$ cat src/rtl/eul_rot_pkg.sv
package eul_rot_pkg;

  typedef enum logic [2:0] {S_IDLE, S_PRE, S_ROT, S_GAIN, S_FIN} seq_state_e;

  // arctan(2^-i) in fixed point with fbits fractional bits
  function automatic int atan_code(input int i, input int fbits);
    real v;
    v = $atan(2.0 ** (-i)) * (2.0 ** fbits);
    return int'(v);
  endfunction

  // sum of all micro-rotation angles: the convergence bound
  function automatic int conv_code(input int iters, input int fbits);
    int s;
    s = 0;
    for (int i = 0; i < iters; i++) s += atan_code(i, fbits);
    return s;
  endfunction

  // inverse CORDIC gain with kbits fractional bits
  function automatic longint gain_code(input int iters, input int kbits);
    real k;
    k = 1.0;
    for (int i = 0; i < iters; i++) k = k / $sqrt(1.0 + 2.0 ** (-2 * i));
    return longint'(k * (2.0 ** kbits));
  endfunction

  function automatic int half_pi_code(input int fbits);
    return int'(1.5707963267948966 * (2.0 ** fbits));
  endfunction

  // first component of the plane: roll (y,z), pitch (z,x), yaw (x,y)
  function automatic logic [1:0] p_sel(input logic [1:0] plane);
    case (plane)
      2'd0:    return 2'd1;
      2'd1:    return 2'd2;
      default: return 2'd0;
    endcase
  endfunction

  function automatic logic [1:0] q_sel(input logic [1:0] plane);
    case (plane)
      2'd0:    return 2'd2;
      2'd1:    return 2'd0;
      default: return 2'd1;
    endcase
  endfunction

endpackage

$ cat src/rtl/eul_seq_ctrl.sv
module eul_seq_ctrl
  import eul_rot_pkg::*;
#(
  parameter int ITER = 14,
  localparam int IW = (ITER > 1) ? $clog2(ITER) : 1
) (
  input  logic          clk,
  input  logic          rst_n,
  input  logic          restart,
  input  logic          valid_in,
  output logic          ready,
  output logic          cap_evt,
  output logic          pre_evt,
  output logic          step_evt,
  output logic          gain_evt,
  output logic          fin_evt,
  output logic [1:0]    plane,
  output logic [IW-1:0] iter
);

  seq_state_e st;

  assign ready    = (st == S_IDLE);
  assign cap_evt  = ready && valid_in && !restart;
  assign pre_evt  = (st == S_PRE)  && !restart;
  assign step_evt = (st == S_ROT)  && !restart;
  assign gain_evt = (st == S_GAIN) && !restart;
  assign fin_evt  = (st == S_FIN)  && !restart;

  always_ff @(posedge clk or negedge rst_n) begin
    if (!rst_n) begin
      st    <= S_IDLE;
      plane <= 2'd0;
      iter  <= '0;
    end else if (restart) begin
      st    <= S_IDLE;
      plane <= 2'd0;
      iter  <= '0;
    end else begin
      case (st)
        S_IDLE: if (valid_in) begin
          st    <= S_PRE;
          plane <= 2'd0;
        end
        S_PRE: begin
          st   <= S_ROT;
          iter <= '0;
        end
        S_ROT: begin
          if (iter == IW'(ITER - 1)) st <= S_GAIN;
          else iter <= iter + 1'b1;
        end
        S_GAIN: begin
          if (plane == 2'd2) st <= S_FIN;
          else begin
            st    <= S_PRE;
            plane <= plane + 2'd1;
          end
        end
        S_FIN:   st <= S_IDLE;
        default: st <= S_IDLE;
      endcase
    end
  end

endmodule

$ cat src/rtl/eul_rot_datapath.sv
module eul_rot_datapath
  import eul_rot_pkg::*;
#(
  parameter int W     = 14,
  parameter int FRAC  = 10,
  parameter int ITER  = 14,
  parameter int GUARD = 2,
  parameter int DXF   = 4,
  parameter int AXF   = 4,
  parameter int KB    = 16,
  localparam int IW   = (ITER > 1) ? $clog2(ITER) : 1,
  localparam int DW   = W + GUARD + DXF,
  localparam int AW   = W + AXF + 1
) (
  input  logic                 clk,
  input  logic                 rst_n,
  input  logic                 restart,
  input  logic                 cap_evt,
  input  logic                 pre_evt,
  input  logic                 step_evt,
  input  logic                 gain_evt,
  input  logic [1:0]           plane,
  input  logic [IW-1:0]        iter,
  input  logic [3*W-1:0]       vec_in,
  input  logic [3*W-1:0]       ang_in,
  output logic [3*W-1:0]       vec_rnd,
  output logic signed [AW-1:0] z_res
);

  localparam logic signed [AW-1:0] HP    = AW'(half_pi_code(FRAC + AXF));
  localparam longint               KQ    = gain_code(ITER, KB);
  localparam logic [KB:0]          KBITS = (KB + 1)'(KQ);
  localparam logic signed [DW:0]   TMAX  = (DW + 1)'((2 ** (W - 1)) - 1);
  localparam logic signed [DW:0]   TMIN  = (DW + 1)'(-(2 ** (W - 1)));

  logic signed [DW-1:0] v   [3];
  logic signed [W-1:0]  ang [3];
  logic signed [AW-1:0] z;
  logic signed [AW-1:0] atan_tab [ITER];

  for (genvar g = 0; g < ITER; g++) begin : g_atan
    localparam int ACODE = atan_code(g, FRAC + AXF);
    assign atan_tab[g] = AW'(ACODE);
  end

  // multiply by the inverse CORDIC gain with shifted adds of the constant's bits
  function automatic logic signed [DW-1:0] gain_mul(input logic signed [DW-1:0] x);
    logic signed [DW+KB+1:0] acc;
    acc = '0;
    for (int b = 0; b <= KB; b++)
      if (KBITS[b]) acc = acc + ((DW + KB + 2)'(x) <<< b);
    acc = acc + ((DW + KB + 2)'(1) <<< (KB - 1));
    return DW'(acc >>> KB);
  endfunction

  // drop guard fraction bits with round-half-up, then clamp to W bits
  function automatic logic signed [W-1:0] rnd_sat(input logic signed [DW-1:0] x);
    logic signed [DW:0] t;
    t = (DW + 1)'(x) + (DW + 1)'(2 ** (DXF - 1));
    t = t >>> DXF;
    if (t > TMAX) t = TMAX;
    else if (t < TMIN) t = TMIN;
    return W'(t);
  endfunction

  logic [1:0]           pidx, qidx;
  logic signed [DW-1:0] p_cur, q_cur, p_nxt, q_nxt;
  logic signed [AW-1:0] z_nxt, ang_ext;

  always_comb begin
    pidx    = p_sel(plane);
    qidx    = q_sel(plane);
    p_cur   = v[pidx];
    q_cur   = v[qidx];
    ang_ext = AW'(ang[plane]);
    ang_ext = ang_ext <<< AXF;
    p_nxt   = p_cur;
    q_nxt   = q_cur;
    z_nxt   = z;
    if (pre_evt) begin
      if (ang_ext > HP) begin
        p_nxt = -q_cur;
        q_nxt = p_cur;
        z_nxt = ang_ext - HP;
      end else if (ang_ext < -HP) begin
        p_nxt = q_cur;
        q_nxt = -p_cur;
        z_nxt = ang_ext + HP;
      end else begin
        z_nxt = ang_ext;
      end
    end else if (step_evt) begin
      if (!z[AW-1]) begin
        p_nxt = p_cur - (q_cur >>> iter);
        q_nxt = q_cur + (p_cur >>> iter);
        z_nxt = z - atan_tab[iter];
      end else begin
        p_nxt = p_cur + (q_cur >>> iter);
        q_nxt = q_cur - (p_cur >>> iter);
        z_nxt = z + atan_tab[iter];
      end
    end else if (gain_evt) begin
      p_nxt = gain_mul(p_cur);
      q_nxt = gain_mul(q_cur);
    end
  end

  always_ff @(posedge clk or negedge rst_n) begin
    if (!rst_n) begin
      for (int i = 0; i < 3; i++) begin
        v[i]   <= '0;
        ang[i] <= '0;
      end
      z <= '0;
    end else if (restart) begin
      for (int i = 0; i < 3; i++) begin
        v[i]   <= '0;
        ang[i] <= '0;
      end
      z <= '0;
    end else if (cap_evt) begin
      for (int i = 0; i < 3; i++) begin
        v[i]   <= DW'($signed(vec_in[i*W +: W])) <<< DXF;
        ang[i] <= $signed(ang_in[i*W +: W]);
      end
      z <= '0;
    end else if (pre_evt || step_evt || gain_evt) begin
      v[pidx] <= p_nxt;
      v[qidx] <= q_nxt;
      z       <= z_nxt;
    end
  end

  always_comb begin
    for (int i = 0; i < 3; i++) vec_rnd[i*W +: W] = rnd_sat(v[i]);
  end

  assign z_res = z;

endmodule

$ cat src/rtl/euler_ned_rotator.sv
module euler_ned_rotator
  import eul_rot_pkg::*;
#(
  parameter int W     = 14,
  parameter int FRAC  = 10,
  parameter int ITER  = 14,
  parameter int GUARD = 2,
  parameter int DXF   = 4,
  parameter int AXF   = 4,
  parameter int KB    = 16,
  localparam int IW   = (ITER > 1) ? $clog2(ITER) : 1,
  localparam int AW   = W + AXF + 1,
  localparam int LAT  = 3 * (ITER + 2) + 1
) (
  input  logic           clk,
  input  logic           rst_n,
  input  logic           restart,
  input  logic           valid_in,
  input  logic [3*W-1:0] vec_in,
  input  logic [3*W-1:0] ang_in,
  output logic [3*W-1:0] vec_out,
  output logic           valid_out,
  output logic           ready
);

  logic                 cap_evt, pre_evt, step_evt, gain_evt, fin_evt;
  logic [1:0]           plane;
  logic [IW-1:0]        iter;
  logic [3*W-1:0]       vec_rnd;
  logic signed [AW-1:0] z_res;

  eul_seq_ctrl #(.ITER(ITER)) i_ctrl (
    .clk      (clk),
    .rst_n    (rst_n),
    .restart  (restart),
    .valid_in (valid_in),
    .ready    (ready),
    .cap_evt  (cap_evt),
    .pre_evt  (pre_evt),
    .step_evt (step_evt),
    .gain_evt (gain_evt),
    .fin_evt  (fin_evt),
    .plane    (plane),
    .iter     (iter)
  );

  eul_rot_datapath #(
    .W(W), .FRAC(FRAC), .ITER(ITER), .GUARD(GUARD),
    .DXF(DXF), .AXF(AXF), .KB(KB)
  ) i_dp (
    .clk      (clk),
    .rst_n    (rst_n),
    .restart  (restart),
    .cap_evt  (cap_evt),
    .pre_evt  (pre_evt),
    .step_evt (step_evt),
    .gain_evt (gain_evt),
    .plane    (plane),
    .iter     (iter),
    .vec_in   (vec_in),
    .ang_in   (ang_in),
    .vec_rnd  (vec_rnd),
    .z_res    (z_res)
  );

  always_ff @(posedge clk or negedge rst_n) begin
    if (!rst_n) begin
      vec_out   <= '0;
      valid_out <= 1'b0;
    end else if (restart) begin
      vec_out   <= '0;
      valid_out <= 1'b0;
    end else begin
      valid_out <= fin_evt;
      if (fin_evt) vec_out <= vec_rnd;
    end
  end

endmodule

$ cat config.mk
export PLATFORM = sky130hd
export DESIGN_NAME = euler_ned_rotator
export DESIGN_NICKNAME = d
export VERILOG_FILES = /design/src/rtl/eul_rot_pkg.sv /design/src/rtl/eul_seq_ctrl.sv /design/src/rtl/eul_rot_datapath.sv /design/src/rtl/euler_ned_rotator.sv
export SDC_FILE = /design/constraint.sdc
export NUM_CORES = 2
export LEC_CHECK = 0
export BUFFER_PORTS_ARGS = -buffer_cell sky130_fd_sc_hd__buf_2
export CORE_UTILIZATION = 41
export DETAILED_ROUTE_END_ITERATION = 8
export GPL_ROUTABILITY_DRIVEN = 0
export SYNTH_ARGS = -nofsm -noshare
export SYNTH_HDL_FRONTEND = slang
export SYNTH_SLANG_ARGS = --single-unit
export TNS_END_PERCENT = 30
$ cat constraint.sdc
create_clock -name clk -period 25.6 [get_ports clk]
set_input_delay 3.84 -clock clk [delete_from_list [all_inputs] [get_ports clk]]
set_output_delay 3.84 -clock clk [all_outputs]
set_load 0.01 [all_outputs]
Yosys cells after proc, flatten, opt, wreduce, memory -nomap -nowiden
Memories as Yosys holds them, arrays and structs flattened.
Cells that the tools add are included.
Word-level totals
  register bits after elaboration: 173
  bits in read-only memories: 304
  input bits: 88
  output and inout bits: 44
  word-level logic and storage cells: 227
  memories: 1
Memories
  (name not given): words 16, bits a word 19, read ports 1, clocked after Yosys merged registers in 0, write ports 0, line eul_rot_datapath.sv:96  | z_nxt = z - atan_tab[iter];
Cells by class
  add/sub/neg operators: 35
  magnitude comparators: 14
  equality and inequality tests: 11
  shifts and indexed selects: 2
  muxes and demuxes: 125
  bitwise logic cells: 4
  reductions and logical operators: 23
Operators with widths (count)
  2-to-1 mux 36 bit: 60
  2-to-1 mux 20 bit: 18
  2-to-1 mux 19 bit: 10
  2-to-1 mux 60 bit: 3
  2-to-1 mux 42 bit: 4
  bitwise mux 60 bit: 2
  2-to-1 mux 14 bit: 8
  binary-select mux 20 bit (select 2 bit): 2
  demux 20 bit (select 2 bit): 2
  adder 36 x 17 -> 36 bit, second input constant: 2
  adder 36 x 22 -> 36 bit: 2
  adder 36 x 24 -> 36 bit: 2
  adder 36 x 25 -> 36 bit: 2
  adder 36 x 26 -> 36 bit: 2
  adder 36 x 28 -> 36 bit: 2
  adder 36 x 29 -> 36 bit: 2
  adder 36 x 31 -> 36 bit: 2
  adder 36 x 32 -> 36 bit: 2
  adder 36 x 35 -> 36 bit: 2
  adder 20 x 5 -> 21 bit, second input constant: 3
  greater-than comparator 17 x 14 -> 1 bit, second input constant: 3
  < comparator 17 x 14 -> 1 bit, second input constant: 3
  adder 20 bit: 2
  negation 20 bit: 2
  other kinds (40): 72

Longest topological paths before layout
  word-level depth: 54
  mapped depth: 93
  mapped depth without buffers: 85

Cells and area by module
From an unflattened synthesis, not the netlist that was laid out.
Unflattened totals
  cell total of the unflattened synthesis: 4502
  area, all modules: 33477.1 µm²
By module, submodules not included
  eul_rot_datapath: instances 1, cells each 4306, area an instance 31117.3 µm², seq. area each 3027.9 µm²
  euler_ned_rotator: instances 1, cells each 138, area an instance 1773.0 µm², seq. area each 1076.0 µm²
  eul_seq_ctrl: instances 1, cells each 58, area an instance 586.8 µm², seq. area each 225.2 µm²

Worst setup path before layout
OpenSTA, ideal clock, no wires.
  kind: register to register
  start: register i_ctrl.plane[1]
  end: register i_dp.v[17] (netlist bit)
  setup time: 0.122 ns
  arrival: 17.401 ns
  data required time: 25.478 ns
  slack: 8.077 ns
  cell stages (with the launch flop): 91
  path buffers: 7
  period minus slack after synthesis: 17.523 ns
  cells stage by stage: dfrtp_1 > clkbuf_1 > clkbuf_1 > inv_1 > ha_1 > nor2b_1 > buf_2 > a2bb2oi_4 > inv_1 > buf_2 > buf_1 > clkbuf_1 > clkbuf_1 > ha_1 > inv_1 > o311ai_1 > xor2_1 > ha_1 > (+55 left out) > nor2_1 > nor2_1 > o21a_1 > nor2_1 > xnor2_1 > ha_1 > nand2_1 > nand2b_1 > nor3_1 > a21oi_1 > o21ai_0 > or3_1 > and4bb_1 > and3_4 > nand3_1 > and3_1 > a211o_1 > a32o_1
On the way
  longest elaborated chain between the ends: 54
  elaborated cells on any way between the ends: 133
  those cells by class: 26 x add/sub; 6 x order compare; 1 x eq/ne; 2 x shift; 92 x mux; 3 x bitwise; 3 x reduce/logical
RTL lines
  from (decl): line eul_seq_ctrl.sv:17  | output logic [1:0] plane,
  from (signal assigned): line eul_seq_ctrl.sv:57  | plane <= plane + 2'd1;
  equality test 2 x 1 -> 1 bit or logical NOT 2 bit (tied branches): line eul_rot_pkg.sv:34, eul_rot_pkg.sv:42
  one-hot mux 2 bit (2 select lines): line eul_rot_pkg.sv:34  | case (plane)
  inverter 2 -> 3 bit (implied by the code): line eul_rot_datapath.sv:73, eul_rot_datapath.sv:128
  binary-select mux 20 bit (select 2 bit): line eul_rot_datapath.sv:73  | p_cur = v[pidx];
  2-to-1 mux 20 bit (implied by the code) (2 in series): line eul_rot_datapath.sv:73
  2-to-1 mux 36 bit: line eul_rot_datapath.sv:102  | end else if (gain_evt) begin
  2-to-1 mux 36 bit: line eul_rot_datapath.sv:92  | end else if (step_evt) begin
  2-to-1 mux 36 bit: line eul_rot_datapath.sv:80  | if (pre_evt) begin
  (+37 left out)
  2-to-1 mux 20 bit: line eul_rot_datapath.sv:102
  2-to-1 mux 20 bit: line eul_rot_datapath.sv:92
  2-to-1 mux 20 bit: line eul_rot_datapath.sv:80
  bitwise mux 60 bit: line eul_rot_datapath.sv:128  | v[pidx] <= p_nxt;
  bitwise mux 60 bit (*): line eul_rot_datapath.sv:129  | v[qidx] <= q_nxt;
  2-to-1 mux 60 bit (*): line eul_rot_datapath.sv:127  | end else if (pre_evt || step_evt || gain_evt) begin
  2-to-1 mux 60 bit (*): line eul_rot_datapath.sv:121  | end else if (cap_evt) begin
  2-to-1 mux 60 bit (*): line eul_rot_datapath.sv:115  | end else if (restart) begin
  to (signal, indexed assignment): line eul_rot_datapath.sv:123  | v[i] <= DW'($signed(vec_in[i*W +: W])) <<< DXF;
  to (signal, indexed assignment): line eul_rot_datapath.sv:128
  to (signal, indexed assignment): line eul_rot_datapath.sv:129
  to (decl): line eul_rot_datapath.sv:36  | logic signed [DW-1:0] v [3];
Mark *: on every way between the ends. The rest lies on a longest branch, timed or not. The select of a mux whose other input is x is not followed.
A chain may end at the register's enable or synchronous reset.

Worst setup path after layout
  start: register i_ctrl.plane[1]
  end: register i_dp.v[34] (netlist bit)
Same word-level chain as after synthesis.

==> metrics.yaml <==
status: "completed"
ant_nets: 0
netlist_area_um2: 34800
worst_pin_slew_ns: 1.17
die-height_um: 293
critPathKind: "flop to flop"
insertion_delay_ns: 0.47
synth_top_area_share_pct: 12.4
min_path_type: "flop to flop"
fin_cells: 5838
start_util_pct: 41.5
crit_path_top_delay_cell: "dfrtp_1"
fin_nets: 5116
wl_um: 117000
relSlewSlack_pct: 21.8
core_region_area_um2: 83800
dp_cells: 5802
die_area_um2: 86000
antenna_found_initial: 4
ys_types: 141
root_buffer: "clkbuf_16"
cp_max_fo: 38
layout-drive-gt1-share_pct: 9.79
drv_slew: 0
yosysWarnings: 0
clock_sinks: 173
async_reset_ff_share_pct: 100
synth_common_cells: "nand2_1, nor2_1, a21oi_1"
vias_per_cell: 6.12
syn2layout_area_growth_pct: 7.02
overflow: 0
yosys-top-cells-area: "dfrtp_1, ha_1, xnor2_1, a21oi_1, nand2_1"
cts.repair.resized: 0
finClkSkew_ns: 0.0184
endpoint_kind: "flop"
die_w_um: 293
min_path_cells: 2
seq_area_frac_synth_pct: 12.4
syn_nets: 5148
grt_first_pass_wirelength_um: 185000
grt_max_degree: 74
rows: 106
synth-seq-cells: 173
cp-start-kind: "flop"
cp_slowest_stage_delay_ns: 0.72
clk_pin_slew_worst_paths_ns: 0.08
portBuffers: 131
htree_levels: 4
grt.total_usage_pct: 26.6
avgSynthCellArea_um2: 7.37
synth_ff_type: "dfrtp_1"
reg2reg_depth: 80
pin_count: 132
final_hold_viol_count: 0
routedWlPerCell_um: 20.1
synth_edf_count: 0
finalSetupTns_ns: 0
cts_tree: "built"
finalSetupViolCount: 0
post-route-period-util_pct: 75.8
synth_cells: 4719
cp.required_ns: 25.96
synth.most_common_cell: "nand2_1"
vias: 35700
critical_path.most_common_cell: "ha_1"
drtPass1Iterations: 6
finalCriticalPeriod_ns: 19.40
rsz0062_at_grt: "false"
first_iter_violations: 3444
postCtsSetupBuffers: 0
drcViolationCount: 0
synth.largest_area_cell: "dfrtp_1"
ctsHoldBuffers: 0
cts_buffer_depth: 2
grt_pass1_vias: 32900
hpwlAfterDp_um: 86800
cp.arrival_ns: 19.77
maxCapViolations: 0
final_core_util_pct: 44.4
numCtsBuffers: 17
max_freq_mhz: 51.5
==> routing by layer <==
layer | wire [µm] | track usage (%) | vias to the layer above
met5 | 0 | 0 | -
met4 | 4630 | 10.4 | 0
met3 | 9030 | 3.71 | 222
met2 | 51000 | 41.7 | 1346
met1 | 52700 | 36.7 | 16800
li1 | - | - | 17300
==> logic make-up after synthesis <==
| group | after synthesis | synth area share (%) |
|---|---|---|
| AND/OR/NAND/NOR | 1592 | 21.9 |
| XOR/XNOR | 439 | 11.3 |
| multiplexers | 142 | 5.48 |
| adder cells (fa/ha/maj) | 376 | 13.6 |
| buffers and inverters | 419 | 4.71 |
| AO/OA/AOI/OAI | 1578 | 30.6 |
| flip-flops | 173 | 12.4 |
==> path summary, 6_finish.rpt <==
path                            slack [ns]             from      endpoint
worst min-delay path                  0.46       vec_out[0]    vec_out[0]
worst max-delay path                  6.20  i_ctrl.plane[1]    i_dp.v[34]
max in group asynchronous            20.23            rst_n  i_dp.ang[14]
worst min register to register        0.46       vec_out[0]    vec_out[0]
worst max register to register        6.20  i_ctrl.plane[1]    i_dp.v[34]
min in group asynchronous             3.38            rst_n   vec_out[31]
==> flip-flops by register name, indices dropped and copies added (netlist names) <==
signal and count:
i_ctrl.iter 4, i_dp.z_res 19, i_dp.ang 42, i_ctrl.plane 2, i_dp.v 60, valid_out 1
vec_out 42, i_ctrl.st 3
==> critical path: cells and delay by family (launching register included) <==
family	cells	cell delay, ns
AOI/OAI and AO/OA	32	7.30
and+or+nand+nor	20	4.03
adders and majority gates	11	3.56
xor gates and xnor gates	11	1.87
buffers and inverters	6	1.78
DFF	1	0.72
==> placed cells by master (no fill, tap or decap), drive strengths merged, types with 82 or more instances in the layout <==
| cell | count |
|---|---|
| xnor2 | 326 |
| xor2 | 110 |
| nor2 | 438 |
| a21oi | 415 |
| buf | 213 |
| mux2i | 85 |
| a21o | 82 |
| nand2 | 477 |
| dfrtp | 173 |
| inv | 152 |
| o21a | 84 |
| nand3 | 107 |
| o21ai | 358 |
| nor3 | 160 |
| ha | 328 |
==> area by class of cell <==
class,count,area [µm²]
fillers,8595,46600
multi-input cells,4127,29000
flip-flops and latches,173,4330
well taps,1134,1420
repair buffers,213,1280
inverters,155,586
clock buffers,18,439
clock inverters,14,168
diodes,4,10.0
==> through the flow <==
step                      area [µm²]  hold WS (ns)  setup slack [ns]
after detailed placement       36600         0.452              6.45
after global routing           37200         0.490              4.86
after global placement         36600         0.453              6.65
after CTS                      37200         0.471              6.37
after floorplan                34800         0.445              8.08
final                          37200         0.463              6.20
Power is not shown: default switching activity piles up to over one toggle a cycle in this logic, so the estimate is an artifact.
